--- config.mk ---
export PLATFORM = sky130hd
export DESIGN_NAME = csr_unit
export DESIGN_NICKNAME = d
export VERILOG_FILES = /design/src/rtl/csr_unit_pkg.sv /design/src/rtl/csr_decode.sv /design/src/rtl/csr_ie_ctl.sv /design/src/rtl/csr_trig_bank.sv /design/src/rtl/csr_unit.sv
export SDC_FILE = /design/constraint.sdc
export NUM_CORES = 1
export LEC_CHECK = 0
export BUFFER_PORTS_ARGS = -buffer_cell sky130_fd_sc_hd__buf_2
export CORE_AREA = 2 2 180 182
export DETAILED_ROUTE_END_ITERATION = 8
export DIE_AREA = 0 0 182 184
export PLACE_DENSITY = 0.8
export SLEW_MARGIN = 20
export SYNTH_ARGS = -nofsm -noshare
export SYNTH_HDL_FRONTEND = slang
export SYNTH_SLANG_ARGS = --single-unit
export TNS_END_PERCENT = 20
--- constraint.sdc ---
create_clock -name clk -period 4.2 [get_ports clk]
set_input_delay 0.42 -clock clk [delete_from_list [all_inputs] [get_ports clk]]
set_output_delay 0.42 -clock clk [all_outputs]
set_load 0.005 [all_outputs]
--- src/rtl/csr_unit_pkg.sv ---
package csr_unit_pkg;

    // CSR numbers whose position matters to software
    localparam logic [4:0] CSRN_IE       = 5'd0;
    localparam logic [4:0] CSRN_EXC_BASE = 5'd1;
    localparam logic [4:0] CSRN_DBG_BASE = 5'd2;
    localparam logic [4:0] CSRN_DBG_CTL  = 5'd3;
    localparam logic [4:0] CSRN_CYCLES   = 5'd4;
    localparam logic [4:0] CSRN_CONFIG   = 5'd5;
    localparam logic [4:0] CSRN_ICTL     = 5'd6;
    localparam logic [4:0] CSRN_DCTL     = 5'd7;
    localparam logic [2:0] CSRN_BP_GRP   = 3'b010;  // 8..11
    localparam logic [2:0] CSRN_WP_GRP   = 3'b011;  // 12..15

    // interrupt-enable register layout
    localparam int IE_W    = 3;
    localparam int IE_POS  = 0;
    localparam int EIE_POS = 1;
    localparam int BIE_POS = 2;

    localparam int MAX_TRIG   = 4;
    localparam int TRIG_IDX_W = $clog2(MAX_TRIG);

    typedef enum logic [3:0] {
        K_NONE,
        K_IE,
        K_EXC,
        K_DBGB,
        K_DBGC,
        K_CYC,
        K_CFG,
        K_WONLY,
        K_BP,
        K_WP
    } csr_kind_e;

    typedef struct packed {
        csr_kind_e               kind;
        logic [TRIG_IDX_W-1:0]   trig_idx;
        logic [4:0]              dest;
        logic [4:0]              src;
    } csr_dec_t;

endpackage

--- src/rtl/csr_decode.sv ---
module csr_decode
    import csr_unit_pkg::*;
(
    input  logic [31:0] insn,
    output csr_dec_t    dec
);
    logic [4:0] num;
    logic       unused_insn_bits;

    assign num              = insn[25:21];
    assign unused_insn_bits = ^{insn[31:26], insn[10:0]};

    always_comb begin
        dec.dest     = insn[15:11];
        dec.src      = insn[20:16];
        dec.trig_idx = num[TRIG_IDX_W-1:0];
        case (num)
            CSRN_IE:       dec.kind = K_IE;
            CSRN_EXC_BASE: dec.kind = K_EXC;
            CSRN_DBG_BASE: dec.kind = K_DBGB;
            CSRN_DBG_CTL:  dec.kind = K_DBGC;
            CSRN_CYCLES:   dec.kind = K_CYC;
            CSRN_CONFIG:   dec.kind = K_CFG;
            CSRN_ICTL,
            CSRN_DCTL:     dec.kind = K_WONLY;
            default: begin
                if (num[4:2] == CSRN_BP_GRP)      dec.kind = K_BP;
                else if (num[4:2] == CSRN_WP_GRP) dec.kind = K_WP;
                else                              dec.kind = K_NONE;
            end
        endcase
    end
endmodule

--- src/rtl/csr_ie_ctl.sv ---
module csr_ie_ctl
    import csr_unit_pkg::*;
(
    input  logic            clk,
    input  logic            rst_n,
    input  logic            wr_en,
    input  logic [IE_W-1:0] wr_bits,
    input  logic            exc_ret,
    input  logic            brk_ret,
    output logic [IE_W-1:0] ie_bits
);
    logic [IE_W-1:0] ie_d, ie_q;

    always_comb begin
        ie_d = ie_q;
        if (wr_en) ie_d = wr_bits;
        // return events restore the live bit from the copy held before this edge
        if (exc_ret)      ie_d[IE_POS] = ie_q[EIE_POS];
        else if (brk_ret) ie_d[IE_POS] = ie_q[BIE_POS];
    end

    always_ff @(posedge clk) begin
        if (!rst_n) ie_q <= '0;
        else        ie_q <= ie_d;
    end

    assign ie_bits = ie_q;

    p_write_r1: assert property (@(posedge clk) disable iff (!rst_n)
        (wr_en && !exc_ret && !brk_ret) |=> (ie_bits == $past(wr_bits)));

    p_eret_r2: assert property (@(posedge clk) disable iff (!rst_n)
        exc_ret |=> (ie_bits[IE_POS] == $past(ie_bits[EIE_POS])));

    p_saved_kept_r2: assert property (@(posedge clk) disable iff (!rst_n)
        ((exc_ret || brk_ret) && !wr_en) |=> (ie_bits[2:1] == $past(ie_bits[2:1])));

    p_bret_r3: assert property (@(posedge clk) disable iff (!rst_n)
        (brk_ret && !exc_ret) |=> (ie_bits[IE_POS] == $past(ie_bits[BIE_POS])));
endmodule

--- src/rtl/csr_trig_bank.sv ---
module csr_trig_bank
    import csr_unit_pkg::*;
#(
    parameter int NUM = 4,
    parameter int W   = 32
) (
    input  logic                  clk,
    input  logic                  rst_n,
    input  logic                  we,
    input  logic [TRIG_IDX_W-1:0] idx,
    input  logic [W-1:0]          wdata,
    output logic [MAX_TRIG*W-1:0] regs_o
);
    for (genvar g = 0; g < MAX_TRIG; g++) begin : g_slot
        if (g < NUM) begin : g_impl
            logic [W-1:0] slot_d, slot_q;
            always_comb begin
                slot_d = slot_q;
                if (we && idx == TRIG_IDX_W'(g)) slot_d = wdata;
            end
            always_ff @(posedge clk) begin
                if (!rst_n) slot_q <= '0;
                else        slot_q <= slot_d;
            end
            assign regs_o[g*W +: W] = slot_q;
        end else begin : g_absent
            assign regs_o[g*W +: W] = '0;
        end
    end

    // only implemented slots may ever be loaded
    p_slot_exists_r10: assert property (@(posedge clk) disable iff (!rst_n)
        we |-> (int'(idx) < NUM));
endmodule

--- src/rtl/csr_unit.sv ---
module csr_unit
    import csr_unit_pkg::*;
#(
    parameter int DATA_W = 32,
    parameter int NUM_BP = 4,
    parameter int NUM_WP = 4,
    parameter int CYC_W  = 32
) (
    input  logic                     clk,
    input  logic                     rst_n,
    input  logic                     csr_rd,
    input  logic                     csr_wr,
    input  logic [31:0]              insn,
    input  logic [DATA_W-1:0]        wr_data,
    input  logic                     exc_ret,
    input  logic                     brk_ret,
    output logic [4:0]               wr_src_idx,
    output logic                     rsp_valid,
    output logic                     rsp_wb,
    output logic [4:0]               rsp_dest,
    output logic [DATA_W-1:0]        rsp_data,
    output logic                     rsp_illegal,
    output logic                     int_en,
    output logic [DATA_W-1:0]        exc_base,
    output logic [DATA_W-1:0]        dbg_base,
    output logic [DATA_W-1:0]        dbg_ctl,
    output logic [MAX_TRIG*DATA_W-1:0] bp_addr,
    output logic [MAX_TRIG*DATA_W-1:0] wp_addr
);
    localparam logic [DATA_W-1:0] CFG_WORD =
        DATA_W'(NUM_BP) | (DATA_W'(NUM_WP) << 4);

    typedef struct packed {
        logic [DATA_W-1:0] exc_base;
        logic [DATA_W-1:0] dbg_base;
        logic [DATA_W-1:0] dbg_ctl;
        logic [CYC_W-1:0]  cyc;
        logic              rsp_valid;
        logic              rsp_wb;
        logic [4:0]        rsp_dest;
        logic [DATA_W-1:0] rsp_data;
        logic              rsp_illegal;
    } state_t;

    state_t            st_d, st_q;
    csr_dec_t          dec;
    logic [IE_W-1:0]   ie_bits;
    logic [DATA_W-1:0] rd_val;
    logic              bp_ok, wp_ok, trig_fault;
    logic              ie_we, bp_we, wp_we;

    csr_decode u_dec (.insn(insn), .dec(dec));

    assign bp_ok      = int'(dec.trig_idx) < NUM_BP;
    assign wp_ok      = int'(dec.trig_idx) < NUM_WP;
    assign trig_fault = csr_wr && (((dec.kind == K_BP) && !bp_ok) ||
                                   ((dec.kind == K_WP) && !wp_ok));
    assign ie_we      = csr_wr && (dec.kind == K_IE);
    assign bp_we      = csr_wr && (dec.kind == K_BP) && bp_ok;
    assign wp_we      = csr_wr && (dec.kind == K_WP) && wp_ok;

    csr_ie_ctl u_ie (
        .clk(clk), .rst_n(rst_n), .wr_en(ie_we), .wr_bits(wr_data[IE_W-1:0]),
        .exc_ret(exc_ret), .brk_ret(brk_ret), .ie_bits(ie_bits)
    );

    csr_trig_bank #(.NUM(NUM_BP), .W(DATA_W)) u_bp (
        .clk(clk), .rst_n(rst_n), .we(bp_we), .idx(dec.trig_idx),
        .wdata(wr_data), .regs_o(bp_addr)
    );

    csr_trig_bank #(.NUM(NUM_WP), .W(DATA_W)) u_wp (
        .clk(clk), .rst_n(rst_n), .we(wp_we), .idx(dec.trig_idx),
        .wdata(wr_data), .regs_o(wp_addr)
    );

    always_comb begin
        case (dec.kind)
            K_IE:    rd_val = DATA_W'(ie_bits);
            K_EXC:   rd_val = st_q.exc_base;
            K_DBGB:  rd_val = st_q.dbg_base;
            K_DBGC:  rd_val = st_q.dbg_ctl;
            K_CYC:   rd_val = DATA_W'(st_q.cyc);
            K_CFG:   rd_val = CFG_WORD;
            default: rd_val = '0;   // write-only or unassigned
        endcase
    end

    always_comb begin
        st_d     = st_q;
        st_d.cyc = st_q.cyc + CYC_W'(1);
        if (csr_wr) begin
            case (dec.kind)
                K_EXC:   st_d.exc_base = wr_data;
                K_DBGB:  st_d.dbg_base = wr_data;
                K_DBGC:  st_d.dbg_ctl  = wr_data;
                default: ;
            endcase
        end
        st_d.rsp_valid   = csr_rd || csr_wr;
        st_d.rsp_wb      = csr_rd;
        st_d.rsp_dest    = csr_rd ? dec.dest : 5'd0;
        st_d.rsp_data    = csr_rd ? rd_val : '0;
        st_d.rsp_illegal = trig_fault;
    end

    always_ff @(posedge clk) begin
        if (!rst_n) st_q <= '0;
        else        st_q <= st_d;
    end

    assign wr_src_idx  = dec.src;
    assign rsp_valid   = st_q.rsp_valid;
    assign rsp_wb      = st_q.rsp_wb;
    assign rsp_dest    = st_q.rsp_dest;
    assign rsp_data    = st_q.rsp_data;
    assign rsp_illegal = st_q.rsp_illegal;
    assign int_en      = ie_bits[IE_POS];
    assign exc_base    = st_q.exc_base;
    assign dbg_base    = st_q.dbg_base;
    assign dbg_ctl     = st_q.dbg_ctl;

    p_one_op_r4: assert property (@(posedge clk) disable iff (!rst_n)
        $onehot0({csr_rd, csr_wr}));

    p_rsp_due_r4: assert property (@(posedge clk) disable iff (!rst_n)
        (csr_rd || csr_wr) |=> rsp_valid);

    p_rsp_quiet_r4: assert property (@(posedge clk) disable iff (!rst_n)
        !(csr_rd || csr_wr) |=> !rsp_valid);

    p_base_hold_r5: assert property (@(posedge clk) disable iff (!rst_n)
        !(csr_wr && dec.kind == K_EXC) |=> $stable(exc_base));

    p_cycle_step_r6: assert property (@(posedge clk) disable iff (!rst_n)
        1'b1 |=> (st_q.cyc == $past(st_q.cyc) + CYC_W'(1)));

    p_cfg_const_r7: assert property (@(posedge clk) disable iff (!rst_n)
        (csr_rd && dec.kind == K_CFG) |=> (rsp_data == CFG_WORD));

    p_wonly_zero_r8: assert property (@(posedge clk) disable iff (!rst_n)
        (csr_rd && (dec.kind == K_WONLY || dec.kind == K_BP ||
                    dec.kind == K_WP || dec.kind == K_NONE)) |=> (rsp_data == '0));

    p_ill_from_write_r10: assert property (@(posedge clk) disable iff (!rst_n)
        rsp_illegal |-> $past(csr_wr));

    p_read_legal_r10: assert property (@(posedge clk) disable iff (!rst_n)
        csr_rd |=> !rsp_illegal);
endmodule

==> metrics <==
row count 65; highest routed layer met4; dominant cells by area after synthesis dfxtp_1 (52%), nand2_1 (17%), a21oi_1 (12%), buf_4 (6.4%), clkbuf_1 (3.7%); num ports 468; Lkg Pwr 7.775 nW; routed via count 15.40k; crit path launch type flip-flop; first-pass GRT wire length 81.50 mm; hold path cells 2; Clock Path Buffers 3; Register-to-Register Setup Slack 1.83 ns; Post-Syn Instances 2085; most used flip-flop cell after synthesis dfxtp_1; Worst Setup End Kind flip-flop; total grt overflow 0; FF-to-FF End st_q[64]$_SDFF_PN0_; Post-CTS Resized 0; Hold Path Sink rsp_dest[2]$_SDFF_PN0_; worst r2r src st_q[40]$_SDFF_PN0_; CP Data Required Time 4.65 ns; maxcap violations 0; Pins Over Slew Limit 0; largest net degree at the start of global routing 152; total CTS buffers 44; Remaining DRCs 0; post-CTS setup buffer count 0; die width 182 um; clk slew on worst S/H paths 0.06 ns; Layout Skew 0.01131 ns; layout filler cell count 2733; setup violators final 0; GPL Wtd Cong 0.8508; Fin Setup TNS 0 ns; RSZ-0062 raised after global routing no; fmax 0.4214 GHz; WL met2 25.06 mm; synthesized area per cell 7.880 um^2; Buffers on Ports 439; H-tree depth reported by CTS 2; Tcrit/Tclk final 0.5650; synth warn 0; final net count 2364; Met3 Wirelength 6.332 mm; ANT nets after route 0; min-delay src insn[13]; slew margin rel. 0.3294; via density per instance 5.637; Final Hold Viols 0; CP Class reg2reg; layout overhead on the synthesized area 17.13%; Post-DP HPWL 35.72 mm; Die Y 184 um; minimum clock period 2.373 ns; share of post-route cells with drive strength above 1 0.2398; ys async rst share 0; clock sink total 426; Final Cell Area 0.01924 mm^2; Max IR drop VDD 0.3358 mV; Post-synth EDFFs 0; worst hold path type in2reg; Synth cell types 43; drt pass-1 iters 6; sequential fraction of the synthesis area 0.5191; Worst-Margin Slew 1.001 ns; CTS tree yes; r2r worst-path depth 5; WL/cell 19.83 um; top cells by count, synth nand2_1 (729), dfxtp_1 (426), a21oi_1 (397); Synth Cell Area 0.01643 mm^2; Post-Route WL 54.17 mm; Post-CTS Hold Buffers 0; M1 WL 20.34 mm; number of DRC markers in iteration 0 1456; PwrDens 439.1 mW/mm^2; WP data arrival 2.82 ns; top cell type's share of synthesized area 0.5191; Placed Area 0.01773 mm^2; GRT Util Overall 0.3097; Core ar. 0.03139 mm^2; vias in the first global route 14.49k; initial antenna violation count 3; #FFs+latches synth 426; cell accounting for the most synthesized area dfxtp_1; Initial Utilization 0.5234; crit-path max FO 15; Die ar. 0.03349 mm^2; clk_lat worst skew 0.53 ns; Syn Nets 2156; Root Buffer clkbuf_16; status finished, final reports clean; top-count cell post-synth nand2_1
cell families (layout without fill, tap and decap cells):
group / after synthesis / in the layout / share of synthesized area
XOR/XNOR: 12 / 12 / 0.006397
multiplexers: 5 / 5 / 0.003046
AO/OA/AOI/OAI: 482 / 482 / 0.1589
AND/OR/NAND/NOR: 845 / 845 / 0.2080
buffers and inverters: 313 / 555 / 0.1036
adder cells (fa/ha/maj): 1 / 1 / 0.0007614
other: 1 / 4 / 0.0002282
flip-flops: 426 / 426 / 0.5191
cell type report:
cell class,count,area (um^2),share of cell area
diodes,3,7.507,0.0003901
clock buffers,64,1318,0.06847
clock inverters,16,187.7,0.009753
inverters,6,30.03,0.001560
multi-input cells,1346,6235,0.3240
flip-flops and latches,426,8528,0.4432
well taps,402,503.0,0.02614
repair buffers,469,2435,0.1265
layout by cell type, fill, tap and decap left out, types with 2 or more instances in the layout:
cell type  count
a21oi_1      397
a22oi_1       60
a31oi_1        2
a32oi_1        2
and2_1         3
and3_1        13
and4_1         2
buf_2        439
buf_4         29
bufinv_16      4
clkbuf_1       7
clkbuf_16     45
clkbuf_8      12
clkinv_2      10
dfxtp_1      426
diode_2        3
inv_1          5
mux2i_1        5
nand2_1      728
nand2b_1       6
nand3_1       17
nand4_1        6
nor2_1        21
nor2_2         9
nor2b_1        3
nor3_2         3
nor3b_1        2
nor4_1         6
o21ai_0        9
o31ai_1        6
o41ai_1        2
or3_1          9
or4_1          9
xnor2_1        7
xor2_1         5
per-stage QoR:
stage                     power [mW]  setup WS, ns  hold WS (ns)  utilization  instances
after floorplan                4.358         2.216        0.4449            -       2085
after global placement         4.486         1.686        0.4389       0.5647       2649
after detailed placement       4.492         1.514        0.4430       0.5647       2649
after CTS                      8.459         1.855        0.1122       0.6127       2729
after global routing           8.654         1.729        0.1258       0.6130       2732
final                          8.449         1.827        0.1324       0.6130       2732
registers in the layout (all words and copies together), names as in the netlist:
name                       cells
u_bp.g_slot.g_impl.slot_q    128
u_wp.g_slot.g_impl.slot_q    128
dbg_base                      32
dbg_ctl                       32
exc_base                      32
rsp_data                      32
st_q                          32
rsp_dest                       5
u_ie.ie_bits                   3
rsp_valid                      1
rsp_wb                         1
critical path, cell delays in order, from the launching register on:
cell	delay [ns]
dfxtp_1	0.43
ha_1	0.27
inv_1	0.10
or4_1	0.78
or4_1	0.56
a21oi_1	0.16
routing by layer:
layer,up-vias,track usage
met5,-,0
met4,0,0.1413
met3,180,0.08815
met2,899,0.5078
met1,7200,0.3791
li1,7120,-
power breakdown:
| group | switching, mW | internal [mW] |
|---|---|---|
| combinational | 0.250 | 0.0722 |
| clock | 1.61 | 2.42 |
| sequential | 0.0195 | 4.07 |
| total | 1.88 | 6.57 |
worst max-delay path by stage:
stage / slack, ns / cells past startpoint / endpoint / startpoint
finish: 1.83 / 5 / st_q[64]$_SDFF_PN0_ / st_q[40]$_SDFF_PN0_
global route: 1.73 / 5 / st_q[64]$_SDFF_PN0_ / st_q[41]$_SDFF_PN0_
CTS: 1.86 / 5 / st_q[64]$_SDFF_PN0_ / st_q[40]$_SDFF_PN0_
detailed placement: 1.51 / 5 / u_bp.g_slot[3].g_impl.slot_q[20]$_SDFFE_PN0P_ / csr_wr
global placement: 1.69 / 5 / u_bp.g_slot[3].g_impl.slot_q[3]$_SDFFE_PN0P_ / csr_wr
floorplan: 2.22 / 6 / st_q[66]$_SDFF_PN0_ / st_q[40]$_SDFF_PN0_
(Power assumes the default switching activity.)
